File: src/rtl/ledrx_pkg.sv
package ledrx_pkg;

   typedef enum logic {
      DEST_DOT  = 1'b0,
      DEST_CTRL = 1'b1
   } dest_e;

   typedef struct packed {
      logic sclk;
      logic ce_n;
      logic rs;
      logic din;
   } pins_t;

   localparam pins_t PINS_IDLE = '{sclk: 1'b0, ce_n: 1'b1, rs: 1'b0, din: 1'b0};

endpackage

File: src/rtl/ledrx_pin_sync.sv
module ledrx_pin_sync
   import ledrx_pkg::*;
#(
   parameter int STAGES = 2
) (
   input  logic  clk,
   input  logic  rst_n,
   input  pins_t pins_in,
   output pins_t pins_q
);

   generate
      if (STAGES < 0 || STAGES > 4) begin : g_bad_stages
         $error("ledrx_pin_sync: STAGES must be 0..4");
      end

      if (STAGES == 0) begin : g_direct
         assign pins_q = pins_in;
      end else begin : g_chain
         pins_t stg [STAGES];

         always_ff @(posedge clk or negedge rst_n) begin
            if (!rst_n) begin
               for (int i = 0; i < STAGES; i++) stg[i] <= PINS_IDLE;
            end else begin
               stg[0] <= pins_in;
               for (int i = 1; i < STAGES; i++) stg[i] <= stg[i-1];
            end
         end

         assign pins_q = stg[STAGES-1];


         sync_delay_chk: assert property (@(posedge clk) disable iff (!rst_n)
            $past(rst_n) |-> stg[0] == $past(pins_in));
      end
   endgenerate

endmodule

File: src/rtl/ledrx_write_seq.sv
module ledrx_write_seq
   import ledrx_pkg::*;
(
   input  logic  clk,
   input  logic  rst_n,
   input  pins_t pq,
   output logic  shift_dot,
   output logic  shift_ctrl,
   output logic  copy_dot,
   output logic  copy_ctrl,
   output dest_e dest
);

   logic  prev_sclk;
   logic  prev_ce_n;
   logic  pending_r;
   dest_e dest_r;
   dest_e dest_now;
   logic  sclk_rise;
   logic  ce_fall;
   logic  shift_any;
   logic  copy_any;

   assign sclk_rise = pq.sclk & ~prev_sclk;
   assign ce_fall   = ~pq.ce_n & prev_ce_n;
   assign dest_now  = ce_fall ? dest_e'(pq.rs) : dest_r;
   assign shift_any = sclk_rise & ~pq.ce_n;
   assign copy_any  = pending_r & pq.ce_n & ~pq.sclk;

   always_ff @(posedge clk or negedge rst_n) begin
      if (!rst_n) begin
         prev_sclk <= 1'b0;
         prev_ce_n <= 1'b1;
         pending_r <= 1'b0;
         dest_r    <= DEST_DOT;
      end else begin
         prev_sclk <= pq.sclk;
         prev_ce_n <= pq.ce_n;
         dest_r    <= dest_now;
         if (ce_fall)       pending_r <= 1'b1;
         else if (copy_any) pending_r <= 1'b0;
      end
   end

   assign shift_dot  = shift_any & (dest_now == DEST_DOT);
   assign shift_ctrl = shift_any & (dest_now == DEST_CTRL);
   assign copy_dot   = copy_any  & (dest_r == DEST_DOT);
   assign copy_ctrl  = copy_any  & (dest_r == DEST_CTRL);
   assign dest       = dest_r;


   rs_capture_chk: assert property (@(posedge clk) disable iff (!rst_n)
      !ce_fall |=> $stable(dest_r));


   copy_window_chk: assert property (@(posedge clk) disable iff (!rst_n)
      (copy_dot || copy_ctrl) |-> (pq.ce_n && !pq.sclk));


   copy_once_chk: assert property (@(posedge clk) disable iff (!rst_n)
      copy_any |=> !copy_any);


   no_shift_idle_chk: assert property (@(posedge clk) disable iff (!rst_n)
      pq.ce_n |-> !(shift_dot || shift_ctrl));

endmodule

File: src/rtl/ledrx_shreg.sv
module ledrx_shreg #(
   parameter int W         = 8,
   parameter bit HAS_RESET = 1'b1
) (
   input  logic         clk,
   input  logic         rst_n,
   input  logic         shift,
   input  logic         din,
   output logic [W-1:0] q
);

   logic [W-1:0] q_r;

   generate
      if (W < 2) begin : g_bad_width
         $error("ledrx_shreg: W must be at least 2");
      end

      if (HAS_RESET) begin : g_rst
         always_ff @(posedge clk or negedge rst_n) begin
            if (!rst_n)     q_r <= '0;
            else if (shift) q_r <= {q_r[W-2:0], din};
         end
      end else begin : g_norst
         always_ff @(posedge clk) begin
            if (shift) q_r <= {q_r[W-2:0], din};
         end
      end
   endgenerate

   assign q = q_r;


   shift_entry_chk: assert property (@(posedge clk) disable iff (!rst_n)
      shift |=> q_r[0] == $past(din));


   shift_move_chk: assert property (@(posedge clk) disable iff (!rst_n)
      shift |=> q_r[W-1] == $past(q_r[W-2]));


   shift_hold_chk: assert property (@(posedge clk) disable iff (!rst_n)
      !shift |=> $stable(q_r));

endmodule

File: src/rtl/ledrx_dot_store.sv
module ledrx_dot_store #(
   parameter int DOT_BITS = 160
) (
   input  logic                clk,
   input  logic                rst_n,
   input  logic                shift,
   input  logic                copy,
   input  logic                din,
   output logic                tail,
   output logic [DOT_BITS-1:0] dot_q
);

   logic [DOT_BITS-1:0] sr;
   logic [DOT_BITS-1:0] latch_r;

   ledrx_shreg #(
      .W         (DOT_BITS),
      .HAS_RESET (1'b0)
   ) u_sr (
      .clk   (clk),
      .rst_n (rst_n),
      .shift (shift),
      .din   (din),
      .q     (sr)
   );

   always_ff @(posedge clk) begin
      if (copy) latch_r <= sr;
   end

   assign tail  = sr[DOT_BITS-1];
   assign dot_q = latch_r;


   dot_hold_chk: assert property (@(posedge clk) disable iff (!rst_n)
      !copy |=> $stable(latch_r));


   dot_take_chk: assert property (@(posedge clk) disable iff (!rst_n)
      copy |=> latch_r == $past(sr));

endmodule

File: src/rtl/ledrx_ctrl_store.sv
module ledrx_ctrl_store #(
   parameter int WORD_W = 7
) (
   input  logic              clk,
   input  logic              rst_n,
   input  logic              shift,
   input  logic              copy,
   input  logic              din,
   output logic              tail,
   output logic [WORD_W-1:0] w0,
   output logic [WORD_W-1:0] w1
);

   localparam int CSR_W   = WORD_W + 1;
   localparam int SEL_BIT = WORD_W;

   logic [CSR_W-1:0]  sr;
   logic [WORD_W-1:0] w0_r;
   logic [WORD_W-1:0] w1_r;

   ledrx_shreg #(
      .W         (CSR_W),
      .HAS_RESET (1'b1)
   ) u_sr (
      .clk   (clk),
      .rst_n (rst_n),
      .shift (shift),
      .din   (din),
      .q     (sr)
   );

   always_ff @(posedge clk or negedge rst_n) begin
      if (!rst_n) begin
         w0_r <= '0;
         w1_r <= '0;
      end else if (copy) begin
         if (sr[SEL_BIT]) w1_r <= sr[WORD_W-1:0];
         else             w0_r <= sr[WORD_W-1:0];
      end
   end

   assign tail = sr[SEL_BIT];
   assign w0   = w0_r;
   assign w1   = w1_r;


   one_word_chk: assert property (@(posedge clk) disable iff (!rst_n)
      copy |=> ($stable(w0_r) || $stable(w1_r)));


   sel_word1_chk: assert property (@(posedge clk) disable iff (!rst_n)
      (copy && sr[SEL_BIT]) |=> $stable(w0_r));


   sel_word0_chk: assert property (@(posedge clk) disable iff (!rst_n)
      (copy && !sr[SEL_BIT]) |=> $stable(w1_r));


   ctrl_hold_chk: assert property (@(posedge clk) disable iff (!rst_n)
      !copy |=> ($stable(w0_r) && $stable(w1_r)));

endmodule

File: src/rtl/ledrx_display_rx.sv
module ledrx_display_rx
   import ledrx_pkg::*;
#(
   parameter int DOT_BITS    = 160,
   parameter int WORD_W      = 7,
   parameter int SYNC_STAGES = 2
) (
   input  logic                clk,
   input  logic                rst_n,
   input  logic                ser_clk,
   input  logic                ser_ce_n,
   input  logic                ser_rs,
   input  logic                ser_din,
   output logic                ser_dout,
   output logic [DOT_BITS-1:0] dot_q,
   output logic [WORD_W-1:0]   ctrl_w0,
   output logic [WORD_W-1:0]   ctrl_w1
);

   localparam int SIMUL_BIT = 0;

   generate
      if (DOT_BITS < 8 || DOT_BITS > 4096) begin : g_bad_dots
         $error("ledrx_display_rx: DOT_BITS out of range");
      end
      if (WORD_W < 1) begin : g_bad_word
         $error("ledrx_display_rx: WORD_W must be at least 1");
      end
   endgenerate

   pins_t pins_in;
   pins_t pq;
   dest_e dest;
   logic  shift_dot;
   logic  shift_ctrl;
   logic  copy_dot;
   logic  copy_ctrl;
   logic  dot_tail;
   logic  ctrl_tail;
   logic  simul_mode;

   assign pins_in = '{sclk: ser_clk, ce_n: ser_ce_n, rs: ser_rs, din: ser_din};

   ledrx_pin_sync #(
      .STAGES (SYNC_STAGES)
   ) u_sync (
      .clk     (clk),
      .rst_n   (rst_n),
      .pins_in (pins_in),
      .pins_q  (pq)
   );

   ledrx_write_seq u_seq (
      .clk        (clk),
      .rst_n      (rst_n),
      .pq         (pq),
      .shift_dot  (shift_dot),
      .shift_ctrl (shift_ctrl),
      .copy_dot   (copy_dot),
      .copy_ctrl  (copy_ctrl),
      .dest       (dest)
   );

   ledrx_dot_store #(
      .DOT_BITS (DOT_BITS)
   ) u_dot (
      .clk   (clk),
      .rst_n (rst_n),
      .shift (shift_dot),
      .copy  (copy_dot),
      .din   (pq.din),
      .tail  (dot_tail),
      .dot_q (dot_q)
   );

   ledrx_ctrl_store #(
      .WORD_W (WORD_W)
   ) u_ctrl (
      .clk   (clk),
      .rst_n (rst_n),
      .shift (shift_ctrl),
      .copy  (copy_ctrl),
      .din   (pq.din),
      .tail  (ctrl_tail),
      .w0    (ctrl_w0),
      .w1    (ctrl_w1)
   );

   assign simul_mode = ctrl_w1[SIMUL_BIT];

   always_comb begin
      if (dest == DEST_DOT)  ser_dout = dot_tail;
      else if (simul_mode)   ser_dout = ser_din;
      else                   ser_dout = ctrl_tail;
   end


   simul_pass_chk: assert property (@(posedge clk) disable iff (!rst_n)
      (dest == DEST_CTRL && simul_mode) |-> ser_dout == ser_din);


   dot_tail_out_chk: assert property (@(posedge clk) disable iff (!rst_n)
      (dest == DEST_DOT) |-> ser_dout == dot_tail);


   ctrl_tail_out_chk: assert property (@(posedge clk) disable iff (!rst_n)
      (dest == DEST_CTRL && !simul_mode) |-> ser_dout == ctrl_tail);

endmodule

File: config.mk
export PLATFORM = sky130hd
export DESIGN_NAME = ledrx_display_rx
export DESIGN_NICKNAME = d
export VERILOG_FILES = /design/src/rtl/ledrx_pkg.sv /design/src/rtl/ledrx_pin_sync.sv /design/src/rtl/ledrx_write_seq.sv /design/src/rtl/ledrx_shreg.sv /design/src/rtl/ledrx_dot_store.sv /design/src/rtl/ledrx_ctrl_store.sv /design/src/rtl/ledrx_display_rx.sv
export SDC_FILE = /design/constraint.sdc
export NUM_CORES = 1
export LEC_CHECK = 0
export ABC_CLOCK_PERIOD_IN_PS = 16900
export BUFFER_PORTS_ARGS = -buffer_cell sky130_fd_sc_hd__buf_2
export CAP_MARGIN = 20
export CORE_ASPECT_RATIO = 0.8
export CORE_UTILIZATION = 50
export CTS_BUF_LIST = sky130_fd_sc_hd__clkbuf_16
export CTS_CLUSTER_SIZE = 24
export DETAILED_ROUTE_END_ITERATION = 8
export GPL_TIMING_DRIVEN = 0
export PLACE_DENSITY = 0.75
export SLEW_MARGIN = 20
export SYNTH_ARGS = -nofsm -noshare
export SYNTH_HDL_FRONTEND = slang
export SYNTH_SLANG_ARGS = --single-unit
File: constraint.sdc
create_clock -name clk -period 16.9 [get_ports clk]
set_clock_uncertainty 0.15 [all_clocks]
set_input_delay 3.38 -clock clk [delete_from_list [all_inputs] [get_ports clk]]
set_output_delay 3.38 -clock clk [all_outputs]
set_load 0.02 [all_outputs]
After elaboration in Yosys (flattened, before gate mapping):

Index checks and enable logic that the tools add are counted.

* muxes and demuxes: 5
* bitwise logic cells: 15
* reduce and logical (&&, ||, !) cells: 3

Operators with widths (count)
* $and A1 B1 Y1: 9
* $not A1 Y1: 6
* $mux W1: 5
* $reduce_and A2 Y1: 2
* $reduce_bool A2 Y1: 1

* input port bits: 6
* logic and storage cells: 40
* flip-flop bits (word level): 354
* output and inout port bits: 175

Logic depth before layout (Yosys ltp):

* depth in word-level cells: 5
* mapped depth: 4
* depth with buffers taken out: 3

Cells and area by module:

A second synthesis with hierarchy kept.

* cell total of the unflattened synthesis: 398
* area, all modules: 10943.0 µm²

By module, submodules not included
* ledrx_dot_store: times used 1, sequential area each 4804.6 µm², area each 4804.6 µm², cells an instance 160
* ledrx_shreg (u_dot.u_sr): times used 1, sequential area each 4804.6 µm², area each 4804.6 µm², cells an instance 160
* ledrx_ctrl_store: times used 1, sequential area each 350.3 µm², area each 565.5 µm², cells an instance 31
* ledrx_shreg (u_ctrl.u_sr): times used 1, sequential area each 200.2 µm², area each 331.6 µm², cells an instance 17
* ledrx_pin_sync: times used 1, sequential area each 202.7 µm², area each 232.7 µm², cells an instance 12
* ledrx_write_seq: times used 1, sequential area each 101.3 µm², area each 185.2 µm², cells an instance 15
* ledrx_display_rx: times used 1, sequential area each 0.0 µm², area each 18.8 µm², cells an instance 3

Worst setup path before layout:

Ideal clock, no wire load.

* path kind: flip-flop to flip-flop
* from: register u_sync.g_chain.stg (netlist bit u_sync.pins_q[2])
* to: register u_dot.u_sr.q_r[0] (netlist: u_dot.u_sr.q[0]), enable pin
* required time: 15.621 ns
* path slack: -1.644 ns
* buffers on the path: 0
* period minus slack after synthesis: 18.544 ns
* library setup time: 1.129 ns
* stages on the path, launching flop included: 4
* arrival time: 17.266 ns
* cells stage by stage: dfstp_2 -> nand2b_1 -> mux2_2 -> nor4b_1

* longest elaborated chain between the ends: 5
* elaborated cells between the ends (all ways): 6
* those cells by class: mux (1); bitwise (5)

RTL lines
* from (decl): RTL line ledrx_pin_sync.sv:20 `pins_t stg [STAGES];`
* $not A1 Y1: RTL line ledrx_write_seq.sv:25 `assign ce_fall = ~pq.ce_n & prev_ce_n;`
* $and A1 B1 Y1: RTL line ledrx_write_seq.sv:25
* $mux W1: RTL line ledrx_write_seq.sv:26 `assign dest_now = ce_fall ? dest_e'(pq.rs) : dest_r;`
* named net u_seq.dest_now: RTL line ledrx_write_seq.sv:18 `dest_e dest_now;`
* $not A1 Y1: RTL line ledrx_write_seq.sv:45 `assign shift_dot = shift_any & (dest_now == DEST_DOT);`
* $and A1 B1 Y1: RTL line ledrx_write_seq.sv:45
* named net shift_dot: RTL line ledrx_display_rx.sv:34 `logic shift_dot;`
* to (signal assigned): RTL line ledrx_shreg.sv:26 `if (shift) q_r <= {q_r[W-2:0], din};`
* to (decl): RTL line ledrx_shreg.sv:12 `logic [W-1:0] q_r;`

The timed path passes the listed nets, and every way through them passes these cells.
A chain may end at the register's enable or synchronous reset.

Worst setup path in the final report:

* from: input port ser_din
* to: output port ser_dout

* longest elaborated chain between the ends: 2

RTL lines
* from (decl): RTL line ledrx_display_rx.sv:13 `input logic ser_din,`
* $mux W1: RTL line ledrx_display_rx.sv:93 `else if (simul_mode) ser_dout = ser_din;`
* $mux W1: RTL line ledrx_display_rx.sv:92 `if (dest == DEST_DOT) ser_dout = dot_tail;`
* to (decl): RTL line ledrx_display_rx.sv:14 `output logic ser_dout,`

No other way between the ends.

==> flow_summary.ini <==
[cts]
post-cts-setup-buffers = 0
cts_buffer_depth = 3
cts.clk_slew.worst_paths_ns = 0.06
cts_resized = 0
ctsHoldBuffers = 0
cts_made_buffers = 31
cts_max_level = 1
cts_tree = done
cts_sinks = 354
clock_latency_ns = 0.55
cts_root_buf = clkbuf_16

[global_routing]
antenna_found_initial = 0
track_usage = 0.154
grt_max_degree = 35
overflow = 0
grt_pass1_vias = 4645
grt_pass1_wl_um = 26300

[synth]
synth_seq_cells = 354
ys_seq_area_frac = 0.964
ys_types = 15
syn_inst = 392
avgSynthCellArea_um2 = 27.7
synth-warning-count = 0
synthesis.nets = 398
netlist_area_um2 = 10900

[pwr]
ir_drop_mv = 0.0812
p_leak_nw = 3.97
power_density_nw_per_um2 = 126

[place]
place_congestion = 0.719
dp_hpwl_um = 10900
dp_cells = 871
io_buffers = 180

[finish]
area_growth_pct = 22.9
nets = 641
fin_cells = 928
n_antenna_cell = 0
fillerInstances = 1378
drive_above_1_share = 0.428

[floorplanning]
row_count = 47
dieArea_um2 = 22300
die-height_um = 134
io_pins = 181
core_um2 = 21000
start_util = 0.517
die_w_um = 167

[sta]
fin_crit_ns = 7.45
rsz0062_at_grt = no
setup_viol = 0
relSlewSlack = 0.507
slew_viol_final = 0
hold_viol = 0
tightest_slew_ns = 0.739
fin_tns_setup_ns = 0
fmax_mhz = 134
fin_crit_sh = 0.441

[route]
first_pass_iters = 4
drc = 0
wl_per_cell_um = 18.4
ant_nets = 0
dr.first_iter.drc_count = 282
wl_um = 17100
vias_per_cell = 4.93
vias = 4575

[critical_path]
crit_type = in -> out
arrival_ns = 3.92
start_kind = input port
crit_required_ns = 13.37
worstPathMaxFanout = 2
cp-end-kind = primary output

[flow_run]
cap_violations = 0

[status]
status = complete, no violations

[min_path]
hp-class = reg -> reg
## sequential cells by signal, indices dropped and copies added, names as in the netlist
name                count
u_dot.dot_q           160
u_dot.u_sr.q          160
u_ctrl.u_sr.q           8
u_ctrl.w0               7
u_ctrl.w1               7
u_sync.g_chain.stg      4
u_sync.pins_q           4
u_seq.dest              1
u_seq.pending_r         1
u_seq.prev_ce_n         1
u_seq.prev_sclk         1
## area by class of cell
class	instances	area, um^2	share of cell area
buffer	1	5.00	0.000375
clock buffer	31	776	0.0581
tap	269	337	0.0252
multi-input combinational	37	403	0.0302
sequential	354	10500	0.784
clock inverter	26	179	0.0134
timing repair buffer	210	1180	0.0883
## cell usage in the layout (no fill, tap or decap)
master,n
buf_6,10
inv_16,1
nand4bb_1,1
nand2_1,2
bufinv_16,2
dfstp_2,3
inv_1,9
buf_4,18
inv_6,1
mux2_2,23
buf_8,2
clkinv_2,6
nor4b_4,3
nor3_2,1
nor2_1,2
edfxtp_1,320
clkbuf_16,31
mux2i_1,2
a21oi_1,1
clkinv_1,7
dfrtp_1,31
nand2b_1,1
o21ai_0,1
buf_2,181
## cells by family (layout without fill, tap and decap cells)
family / count (synthesis) / count (layout) / synth area share
AOI/OAI and AO/OA: 2 / 2 / 0.000922
DFF: 354 / 354 / 0.964
buffers and inverters: 1 / 268 / 0.000461
and+or+nand+nor: 10 / 10 / 0.00865
muxes: 25 / 25 / 0.0257
## layer usage
layer | wire (um) | global-route usage | vias to the layer above
met3 | 1180 | 0.0434 | 32
met5 | 0 | 0 | -
li1 | - | - | 2061
met1 | 7550 | 0.216 | 2318
met2 | 8020 | 0.240 | 164
met4 | 342 | 0.0396 | 0
## path summary, 6_finish.rpt
check                      slack [ns]                              end                             from  cells after the start
min in group asynchronous        2.73  u_sync.g_chain.stg[5]$_DFF_PN0_                            rst_n                      1
max reg2reg                     13.77       u_dot.dot_q[111]$_DFFE_PP_       u_sync.pins_q[2]$_DFF_PN1_                      9
max in group asynchronous       13.40             u_seq.dest$_DFF_PN0_                            rst_n                      1
max                              9.45                         ser_dout                          ser_din                      4
min reg2reg                      0.21       u_sync.pins_q[0]$_DFF_PN0_  u_sync.g_chain.stg[4]$_DFF_PN0_                      0
min                              0.21       u_sync.pins_q[0]$_DFF_PN0_  u_sync.g_chain.stg[4]$_DFF_PN0_                      0
## report_power, final
part           leakage, nW  total [mW]  switching (mW)  internal (mW)
combinational        0.878      0.0527          0.0330         0.0197
clock                0.507       0.655           0.291          0.364
sequential            2.59       0.979          0.0116          0.968
total                 3.97        1.69           0.336           1.35
## worst max-delay path, stage by stage
cell     delay, ns
buf_2         0.11
mux2i_1       0.16
a21oi_1       0.10
buf_2         0.17
## through the flow
step	power, mW	area (um^2)	utilization	hold slack [ns]	setup WS (ns)
6_report	1.69	13300	0.635	0.208	9.45
3_5_place_dp	1.05	12400	0.590	0.196	9.44
5_1_grt	1.74	13300	0.635	0.211	9.40
4_1_cts	1.71	13300	0.635	0.211	9.43
3_3_place_gp	1.05	12100	0.576	0.185	0.674
2_1_floorplan	1.03	10900	-	0.181	4.39
## synth_stat cells (all sizes together)
cell type,n,share of area
nor3,1,0.00046
dfrtp,31,0.071
nor2,2,0.00069
mux2,23,0.024
nand2b,1,0.00058
nand4bb,1,0.0010
o21ai,1,0.00046
mux2i,2,0.0018
dfstp,3,0.0073
buf,1,0.00046
nand2,2,0.00069
a21oi,1,0.00046
nor4b,3,0.0052
edfxtp,320,0.89
No activity file was read; power rests on OpenSTA's default activity.
